### config.mk
export PLATFORM = sky130hd
export DESIGN_NAME = irq_sequencer
export DESIGN_NICKNAME = d
export VERILOG_FILES = /design/src/rtl/irq_seq_pkg.sv /design/src/rtl/irq_event_capture.sv /design/src/rtl/irq_flag_bank.sv /design/src/rtl/irq_dispatch.sv /design/src/rtl/irq_sequencer.sv
export SDC_FILE = /design/constraint.sdc
export NUM_CORES = 1
export LEC_CHECK = 0
export ABC_AREA = 1
export CELL_PAD_IN_SITES_DETAIL_PLACEMENT = 1
export CELL_PAD_IN_SITES_GLOBAL_PLACEMENT = 2
export CORE_AREA = 2 2 82 84
export DETAILED_ROUTE_END_ITERATION = 16
export DIE_AREA = 0 0 84 86
export GPL_ROUTABILITY_DRIVEN = 0
export PLACE_DENSITY = 0.76
export SYNTH_ARGS = -nofsm -noshare
export SYNTH_HDL_FRONTEND = slang
export SYNTH_SLANG_ARGS = --single-unit
### constraint.sdc
create_clock -name clk -period 1 [get_ports clk]
set_input_delay 0.2 -clock clk [delete_from_list [all_inputs] [get_ports clk]]
set_output_delay 0.2 -clock clk [all_outputs]
set_load 0.005 [all_outputs]
### src/rtl/irq_seq_pkg.sv
package irq_seq_pkg;
  localparam int REG_AW = 2;
  localparam logic [REG_AW-1:0] ADDR_CTRL = 2'd0;
  localparam logic [REG_AW-1:0] ADDR_EN   = 2'd1;
  localparam logic [REG_AW-1:0] ADDR_FLAG = 2'd2;
  localparam int CTRL_MASTER = 0;
  localparam int CTRL_GROUP  = 1;
endpackage

### src/rtl/irq_event_capture.sv
module irq_event_capture #(
  parameter int N_SRC = 6,
  parameter logic [N_SRC-1:0] ASYNC_MASK = '0
) (
  input  logic             clk,
  input  logic             rst_n,
  input  logic [N_SRC-1:0] evt_i,
  output logic [N_SRC-1:0] set_o
);
  for (genvar i = 0; i < N_SRC; i++) begin : g_src
    if (ASYNC_MASK[i]) begin : g_async
      logic [2:0] sh_q;
      always_ff @(posedge clk or negedge rst_n) begin
        if (!rst_n) sh_q <= '0;
        else        sh_q <= {sh_q[1:0], evt_i[i]};
      end
      assign set_o[i] = sh_q[1] & ~sh_q[2];
      // a held level yields one set pulse only
      assert_single_pulse_R9: assert property (@(posedge clk) disable iff (!rst_n)
        set_o[i] |=> !set_o[i]);
    end else begin : g_sync
      assign set_o[i] = evt_i[i];
    end
  end
endmodule

### src/rtl/irq_flag_bank.sv
module irq_flag_bank
  import irq_seq_pkg::*;
#(
  parameter int N_SRC  = 6,
  parameter int N_CORE = 3,
  parameter int DW     = 8
) (
  input  logic              clk,
  input  logic              rst_n,
  input  logic              we,
  input  logic [REG_AW-1:0] addr,
  input  logic [DW-1:0]     wdata,
  output logic [DW-1:0]     rdata,
  input  logic [N_SRC-1:0]  set_i,
  input  logic              hw_master_clr,
  input  logic              hw_master_set,
  output logic              master_en,
  output logic              pending
);
  localparam int PADW = DW - N_SRC;

  logic             master_q, group_q;
  logic [N_SRC-1:0] en_q, flag_q, flag_base, grp_ok;
  logic             unused_wdata_hi;

  assign unused_wdata_hi = ^wdata[DW-1:N_SRC];

  always_comb begin
    flag_base = flag_q;
    if (we && addr == ADDR_FLAG) flag_base = wdata[N_SRC-1:0];
  end

  always_ff @(posedge clk or negedge rst_n) begin
    if (!rst_n) begin
      master_q <= 1'b0;
      group_q  <= 1'b0;
      en_q     <= '0;
      flag_q   <= '0;
    end else begin
      if (we && addr == ADDR_CTRL) begin
        master_q <= wdata[CTRL_MASTER];
        group_q  <= wdata[CTRL_GROUP];
      end
      if (hw_master_set) master_q <= 1'b1;
      if (hw_master_clr) master_q <= 1'b0;
      if (we && addr == ADDR_EN) en_q <= wdata[N_SRC-1:0];
      flag_q <= flag_base | set_i;
    end
  end

  for (genvar i = 0; i < N_SRC; i++) begin : g_grp
    if (i < N_CORE) begin : g_core
      assign grp_ok[i] = 1'b1;
    end else begin : g_peri
      assign grp_ok[i] = group_q;
    end
  end

  assign pending   = |(flag_q & en_q & grp_ok);
  assign master_en = master_q;

  always_comb begin
    rdata = '0;
    case (addr)
      ADDR_CTRL: begin
        rdata[CTRL_MASTER] = master_q;
        rdata[CTRL_GROUP]  = group_q;
      end
      ADDR_EN:   rdata = {{PADW{1'b0}}, en_q};
      ADDR_FLAG: rdata = {{PADW{1'b0}}, flag_q};
      default:   rdata = '0;
    endcase
  end

  // an event always leaves its flag set
  assert_evt_sets_flag_R2: assert property (@(posedge clk) disable iff (!rst_n)
    (|set_i) |=> ((flag_q & $past(set_i)) == $past(set_i)));
  // vector handshake clears the master enable
  assert_master_clr_R5: assert property (@(posedge clk) disable iff (!rst_n)
    hw_master_clr |=> !master_q);
  // return sets the master enable
  assert_master_set_R7: assert property (@(posedge clk) disable iff (!rst_n)
    (hw_master_set && !hw_master_clr) |=> master_q);
endmodule

### src/rtl/irq_dispatch.sv
module irq_dispatch #(
  parameter int PC_W   = 9,
  parameter int VECTOR = 4
) (
  input  logic            clk,
  input  logic            rst_n,
  input  logic            cyc_strobe,
  input  logic            master_en,
  input  logic            pending,
  output logic            redirect_valid,
  input  logic            redirect_ready,
  input  logic [PC_W-1:0] pc_in,
  input  logic            ret_req,
  input  logic [PC_W-1:0] pop_data,
  output logic            flush_o,
  output logic            push_en,
  output logic [PC_W-1:0] push_data,
  output logic            pc_load_en,
  output logic [PC_W-1:0] pc_load_addr,
  output logic            pop_en,
  output logic            hw_master_clr,
  output logic            hw_master_set
);
  localparam logic [PC_W-1:0] VEC = PC_W'(VECTOR);

  logic busy_q, fire;

  assign fire = busy_q & redirect_ready;

  always_ff @(posedge clk or negedge rst_n) begin
    if (!rst_n)                                             busy_q <= 1'b0;
    else if (fire)                                          busy_q <= 1'b0;
    else if (!busy_q && cyc_strobe && master_en && pending) busy_q <= 1'b1;
  end

  assign redirect_valid = busy_q;
  assign flush_o        = fire;
  assign push_en        = fire;
  assign push_data      = pc_in;
  assign pop_en         = ret_req & ~fire;
  assign pc_load_en     = fire | ret_req;
  assign pc_load_addr   = fire ? VEC : pop_data;
  assign hw_master_clr  = fire;
  assign hw_master_set  = ret_req & ~fire;

  // request held until accepted
  assert_valid_hold_R4: assert property (@(posedge clk) disable iff (!rst_n)
    (redirect_valid && !redirect_ready) |=> redirect_valid);
  // a request only starts from a strobe with master enable and pending source
  assert_gated_start_R6: assert property (@(posedge clk) disable iff (!rst_n)
    $rose(redirect_valid) |-> $past(cyc_strobe && master_en && pending));
  // request drops right after the handshake
  assert_drop_after_fire_R5: assert property (@(posedge clk) disable iff (!rst_n)
    (redirect_valid && redirect_ready) |=> !redirect_valid);
endmodule

### src/rtl/irq_sequencer.sv
module irq_sequencer
  import irq_seq_pkg::*;
#(
  parameter int N_SRC  = 6,
  parameter int N_CORE = 3,
  parameter logic [N_SRC-1:0] ASYNC_MASK = 6'b100010,
  parameter int DW     = 8,
  parameter int AW     = REG_AW,
  parameter int PC_W   = 9,
  parameter int VECTOR = 4
) (
  input  logic             clk,
  input  logic             rst_n,
  input  logic             reg_we,
  input  logic [AW-1:0]    reg_addr,
  input  logic [DW-1:0]    reg_wdata,
  output logic [DW-1:0]    reg_rdata,
  input  logic [N_SRC-1:0] evt_i,
  input  logic             cyc_strobe,
  input  logic [PC_W-1:0]  pc_in,
  output logic             redirect_valid,
  input  logic             redirect_ready,
  output logic             flush_o,
  output logic             push_en,
  output logic [PC_W-1:0]  push_data,
  output logic             pc_load_en,
  output logic [PC_W-1:0]  pc_load_addr,
  input  logic             ret_req,
  output logic             pop_en,
  input  logic [PC_W-1:0]  pop_data
);
  logic [N_SRC-1:0] set_w;
  logic             master_w, pending_w, mclr_w, mset_w;

  irq_event_capture #(.N_SRC(N_SRC), .ASYNC_MASK(ASYNC_MASK)) u_cap (
    .clk(clk), .rst_n(rst_n), .evt_i(evt_i), .set_o(set_w));

  irq_flag_bank #(.N_SRC(N_SRC), .N_CORE(N_CORE), .DW(DW)) u_bank (
    .clk(clk), .rst_n(rst_n), .we(reg_we), .addr(reg_addr), .wdata(reg_wdata),
    .rdata(reg_rdata), .set_i(set_w), .hw_master_clr(mclr_w),
    .hw_master_set(mset_w), .master_en(master_w), .pending(pending_w));

  irq_dispatch #(.PC_W(PC_W), .VECTOR(VECTOR)) u_disp (
    .clk(clk), .rst_n(rst_n), .cyc_strobe(cyc_strobe), .master_en(master_w),
    .pending(pending_w), .redirect_valid(redirect_valid),
    .redirect_ready(redirect_ready), .pc_in(pc_in), .ret_req(ret_req),
    .pop_data(pop_data), .flush_o(flush_o), .push_en(push_en),
    .push_data(push_data), .pc_load_en(pc_load_en), .pc_load_addr(pc_load_addr),
    .pop_en(pop_en), .hw_master_clr(mclr_w), .hw_master_set(mset_w));
endmodule

# --- After elaboration in Yosys (flattened, before gate mapping) ---
# Index checks and enable logic that the tools add are counted.
totals:
  regBits: 21
  word_cells: 40
  input_bits: 40
classes:
  eq_ne: 2
  reduce_logical: 11
  n_mux: 9
  bitwise: 11
ops:
  columns: ["cell", "n"]
  rows:
  - ["$and A6 B6 Y6", 2]
  - ["$mux W9", 1]
  - ["$pmux W4 S2", 1]
  - ["$logic_and A1 B1 Y1", 6]
  - ["$mux W6", 1]
  - ["$or A6 B6 Y6", 1]
  - ["$pmux W2 S3", 1]
  - ["$reduce_or A6 Y1", 1]
  - ["$mux W1", 5]
  - ["$and A1 B1 Y1", 4]
  - ["$not A1 Y1", 3]
  - ["$reduce_bool A3 Y1", 1]
  - ["$eq A2 B1 Y1 const B", 1]
  - ["$eq A2 B2 Y1 const B", 1]
  - ["$logic_not A2 Y1", 1]
  - ["$reduce_bool A2 Y1", 1]
  - ["$logic_not A1 Y1", 1]
  - ["$or A1 B1 Y1", 1]

# --- Logic depth before layout (Yosys ltp) ---
logic_depth:
  word_depth: 6
  depth_mapped: 6

# --- Cells and area by module ---
# Synthesis repeated with hierarchy kept, for this count alone.
unflattened:
  cells_unflattened: 167
  hier_area_um2: 1272.5
modules_own_cells:
  columns: ["mod", "area_each_um2", "n_inst", "cells_per_inst", "seq_area_each_um2"]
  rows:
  - ["irq_flag_bank", 813.3, 1, 113, 350.3]
  - ["irq_dispatch", 259.0, 1, 40, 25.0]
  - ["irq_event_capture", 200.2, 1, 14, 150.1]

# --- Least setup slack after synthesis ---
# OpenSTA, ideal clock, no wires.
synth_path:
  kind: "input port to flip-flop"
  from: "in reg_addr[0]"
  to: "reg u_bank.flag_q[3]"
  cell_stages: 6
  setup_ns: 0.122
  slack_ns: -0.013
  arrival_time_ns: 0.891
  t_required_ns: 0.878
  cell_sequence: "inv_1 ha_1 nand2_2 buf_6 a21oi_2 o21ai_1"
synth_between:
  elab_chain_cells: 4
synth_lines:
  columns: ["element", "line_no", "rtl"]
  rows:
  - ["start: declaration", "irq_sequencer.sv:15", "input logic [AW-1:0] reg_addr,"]
  - ["$eq A2 B2 Y1", "irq_flag_bank.sv:30", "if (we && addr == ADDR_FLAG) flag_base = wdata[N_SRC-1:0];"]
  - ["$logic_and A1 B1 Y1", "irq_flag_bank.sv:30", null]
  - ["$mux W6", "irq_flag_bank.sv:30", null]
  - ["$or A6 B6 Y6", "irq_flag_bank.sv:47", "flag_q <= flag_base | set_i;"]
  - ["end signal: assignment", "irq_flag_bank.sv:47", null]
  - ["end: declaration", "irq_flag_bank.sv:23", "logic [N_SRC-1:0] en_q, flag_q, flag_base, grp_ok;"]
# No other way between the ends.
# A chain may end at the register's enable or synchronous reset.

# --- Final worst setup path ---
layout_path:
  from: "reg u_disp.busy_q, in the netlist u_disp.redirect_valid"
  to: "out pc_load_addr[2]"
layout_between:
  elab_chain_cells: 2
layout_lines:
  columns: ["element", "line_no", "rtl"]
  rows:
  - ["start: declaration", "irq_dispatch.sv:26", "logic busy_q, fire;"]
  - ["start signal: assignment", "irq_dispatch.sv:31", "if (!rst_n) busy_q <= 1'b0;"]
  - ["start signal: assignment", "irq_dispatch.sv:32", "else if (fire) busy_q <= 1'b0;"]
  - ["start signal: assignment", "irq_dispatch.sv:33", "else if (!busy_q && cyc_strobe && master_en && pending) busy_q <= 1'b1;"]
  - ["$and A1 B1 Y1", "irq_dispatch.sv:28", "assign fire = busy_q & redirect_ready;"]
  - ["$mux W9", "irq_dispatch.sv:42", "assign pc_load_addr = fire ? VEC : pop_data;"]
  - ["end: declaration", "irq_sequencer.sv:27", "output logic [PC_W-1:0] pc_load_addr,"]
# No other way between the ends.

==> metrics <==
status=finished, violations left; failing checks=negative setup slack; Layout Nets=~270; reg2reg setup slack=-0.23 ns; # rows=29; met2 usage=0.180; Die Ht=about 86 microns; largest area contributor in the netlist=dfrtp_1; worst reg2reg path endpoint=u_disp.redirect_valid$_DFFE_PN0P_; Yosys cell types=20; critical path peak fanout=4; most common cell after layout, fill and taps aside=nand2_1; port bufs=48; pwr dens=1280 nW/um^2; drt initial violations=16; hold_ws=between 0.2 and 0.3 ns; crit-path leading delay family=flip-flops; clock root buffer=clkbuf_8; layout cells sized above 1=0.473; critical path arrival=approximately 1.1 ns; Pwr Total=around 2.7 mW; Sequential Power Share=0.379; Non-Filler Instances=just under 300; Synth area leaders=dfrtp_1 (45%), nand2_1 (13%), buf_4 (8.3%); DRT Wirelength=3670 microns; Routed Antenna Nets=0; Ant. Diodes=0; routed len/inst=around 12 microns; grt peak-use layer=met2; TritonCTS Sinks=21; Clock power frac=0.210; CP endpoint kind=primary output; # IOs=71; worst vdd rail ir drop=a little over 0.0006 V; Buf/Inv on CP=2; placed insts=between 200 and 300; core area=approximately 6300 sq um; routed via count=between 1000 and 1500; synth warn=0; H-tree depth=1; post-route minimum period=1.33 ns; maxcap violations=0; combinational share of power=0.411; worst-skew pair later-pin latency=0.27 ns; final critical-path setup slack=-0.328 ns; Post-Syn Instances=~150; total CTS buffers=3; Switching Fraction=0.307; r2r worst-path depth=8; commonest cells after routing, fill and taps aside=nand2_1 (28), buf_4 (26), clkdlybuf4s50_1 (24), inv_1 (22), dfrtp_1 (21); setup TNS=-5.32 ns; met1 Usage GRT=0.134; GRT Total Usage=0.105; cell area after synthesis=1170 sq um; syn avg cell area=around 8.0 sq um; Initial DRT Pass Iterations=4; TritonCTS clock tree=built; worst-path cell chain=nand2_2 -> inv_4 -> or2_4 -> buf_6; clock skew=0.00767 ns; max incr delay on CP=0.39 ns; CP startpoint kind=flop; register area share after synthesis=0.449; critical path endpoint=pc_load_addr[2]; Hold Path Class=input pin to asynchronous set/reset pin; Tcrit/Tclk final=1.33; final setup violating endpoints=21; Crit path depth=4; initial core utilization=0.187; clk buf depth=2; residual DRC count=0; WS Path Type=flop to primary output; RSZ-0062 raised after global routing=yes; internal power=~1.9 mW; number of global-route vias before repair=1267; total congestion overflow=0; Critical-path top delay cell=dfrtp_1; synthesized flop and latch total=21; vias per std cell=between 3 and 4; Sw Pwr=between 800 and 900 uW; first-pass GRT wire length=6080 microns; CP Data Required Time=0.80 ns; static leakage=1.03 nW; post-DP HPWL=between 2000 and 3000 microns; top cell type's share of synthesized area=0.449; Die Span X=roughly 84 microns; Die ar.=slightly above 7000 sq um; final slew viol count=0; CP Launch Point=u_disp.redirect_valid$_DFFE_PN0P_; met3 GRT Util=0.0183; endpoints failing hold=0; largest net degree at the start of global routing=22; fmax=~0.75 GHz; Layout area overhead=79.1%; reg2reg start=u_bank.en_q[0]$_DFFE_PN0P_; initial antenna violation count=0; Worst-path clk slew=0.08 ns
worst reg2reg max path, delay by kind of cell, from the launching register on:
family          cells  cell delay (ns)
compound gates      1             0.09
buf+inv             2             0.25
flops               1             0.39
simple gates        5             0.35
cells by family after synthesis:
family | share of synthesized area
adder cells (fa/ha/maj) | 0.0427
flip-flops | 0.449
AND/OR/NAND/NOR | 0.193
buffers and inverters | 0.181
AO/OA/AOI/OAI | 0.131
other | 0.00320
layout make-up:
cell class / count / area [sq um]
Clock buffer: 3 / 41.3
Clock inverter: 1 / 5.00
Fill cell: 761 / 4180
Inverter: 26 / 108
Multi-Input combinational cell: 87 / 599
Sequential cell: 21 / 526
Tap cell: 77 / 96.3
Timing Repair Buffer: 82 / 722
synth_stat cells:
| cell | n |
|---|---|
| and3_1 | 1 |
| a31oi_1 | 1 |
| buf_6 | 1 |
| dfrtp_1 | 21 |
| nor2_1 | 10 |
| ha_1 | 4 |
| nand2_2 | 1 |
| a21oi_2 | 2 |
| nand2_1 | 40 |
| buf_4 | 13 |
| nand3_1 | 4 |
| or2_2 | 1 |
| o21ai_1 | 4 |
| inv_1 | 26 |
| o21ai_0 | 2 |
| conb_1 | 1 |
| o221ai_1 | 2 |
| a21oi_1 | 6 |
| buf_2 | 1 |
| o21ai_2 | 6 |
power groups by stage:
| stage | Sequential, mW | Clock (mW) | Combinational [mW] |
|---|---|---|---|
| after floorplan | 1.02 | 0 | 0.360 |
| after global placement | 1.02 | 0 | 0.956 |
| after detailed placement | 1.02 | 0 | 0.976 |
| after CTS | 1.01 | 0.594 | 1.06 |
| after global routing | 1.03 | 0.638 | 1.22 |
| final | 1.01 | 0.562 | 1.10 |
flip-flops by register name, indices dropped and copies added, names as in the netlist:
signal	count
u_bank.en_q	6
u_bank.flag_q	6
u_cap.g_src.g_async.sh_q	6
u_bank.group_q	1
u_bank.master_en	1
u_disp.redirect_valid	1
how the worst min path moves through the flow:
stage,cells past startpoint,end,start
after floorplan,0,u_bank.en_q[0]$_DFFE_PN0P_,rst_n
after global placement,0,u_cap.g_src[1].g_async.sh_q[1]$_DFF_PN0_,u_cap.g_src[1].g_async.sh_q[0]$_DFF_PN0_
after detailed placement,0,u_cap.g_src[5].g_async.sh_q[1]$_DFF_PN0_,u_cap.g_src[5].g_async.sh_q[0]$_DFF_PN0_
after CTS,2,u_bank.flag_q[2]$_DFF_PN0_,rst_n
after global routing,2,u_bank.flag_q[2]$_DFF_PN0_,rst_n
final,2,u_bank.flag_q[2]$_DFF_PN0_,rst_n
layer usage:
| metal | wire [microns] | up-vias |
|---|---|---|
| met1 | 1620 | 541 |
| met4 | 36 | 0 |
| li1 | - | 578 |
| met3 | 138 | 3 |
| met5 | 0 | - |
| met2 | 1870 | 22 |
per-stage QoR:
stage | setup WS [ns] | area [sq um] | utilization
after floorplan | 0.00138 | 1180 | -
after global placement | -1.08 | 1860 | 0.297
after detailed placement | -1.13 | 1860 | 0.297
after CTS | -0.331 | 2020 | 0.322
after global routing | -0.384 | 2100 | 0.334
final | -0.328 | 2100 | 0.334
timing repair:
item / 4_1_cts / 5_1_grt
pin swaps: 16 / 2
gates cloned: 1 / 0
gates resized for setup: 135 / 21
hold buffers: 0 / 0
buffers inserted: 7 / 2
setup endpoints to repair: 35 / 22
(Power assumes the default switching activity.)
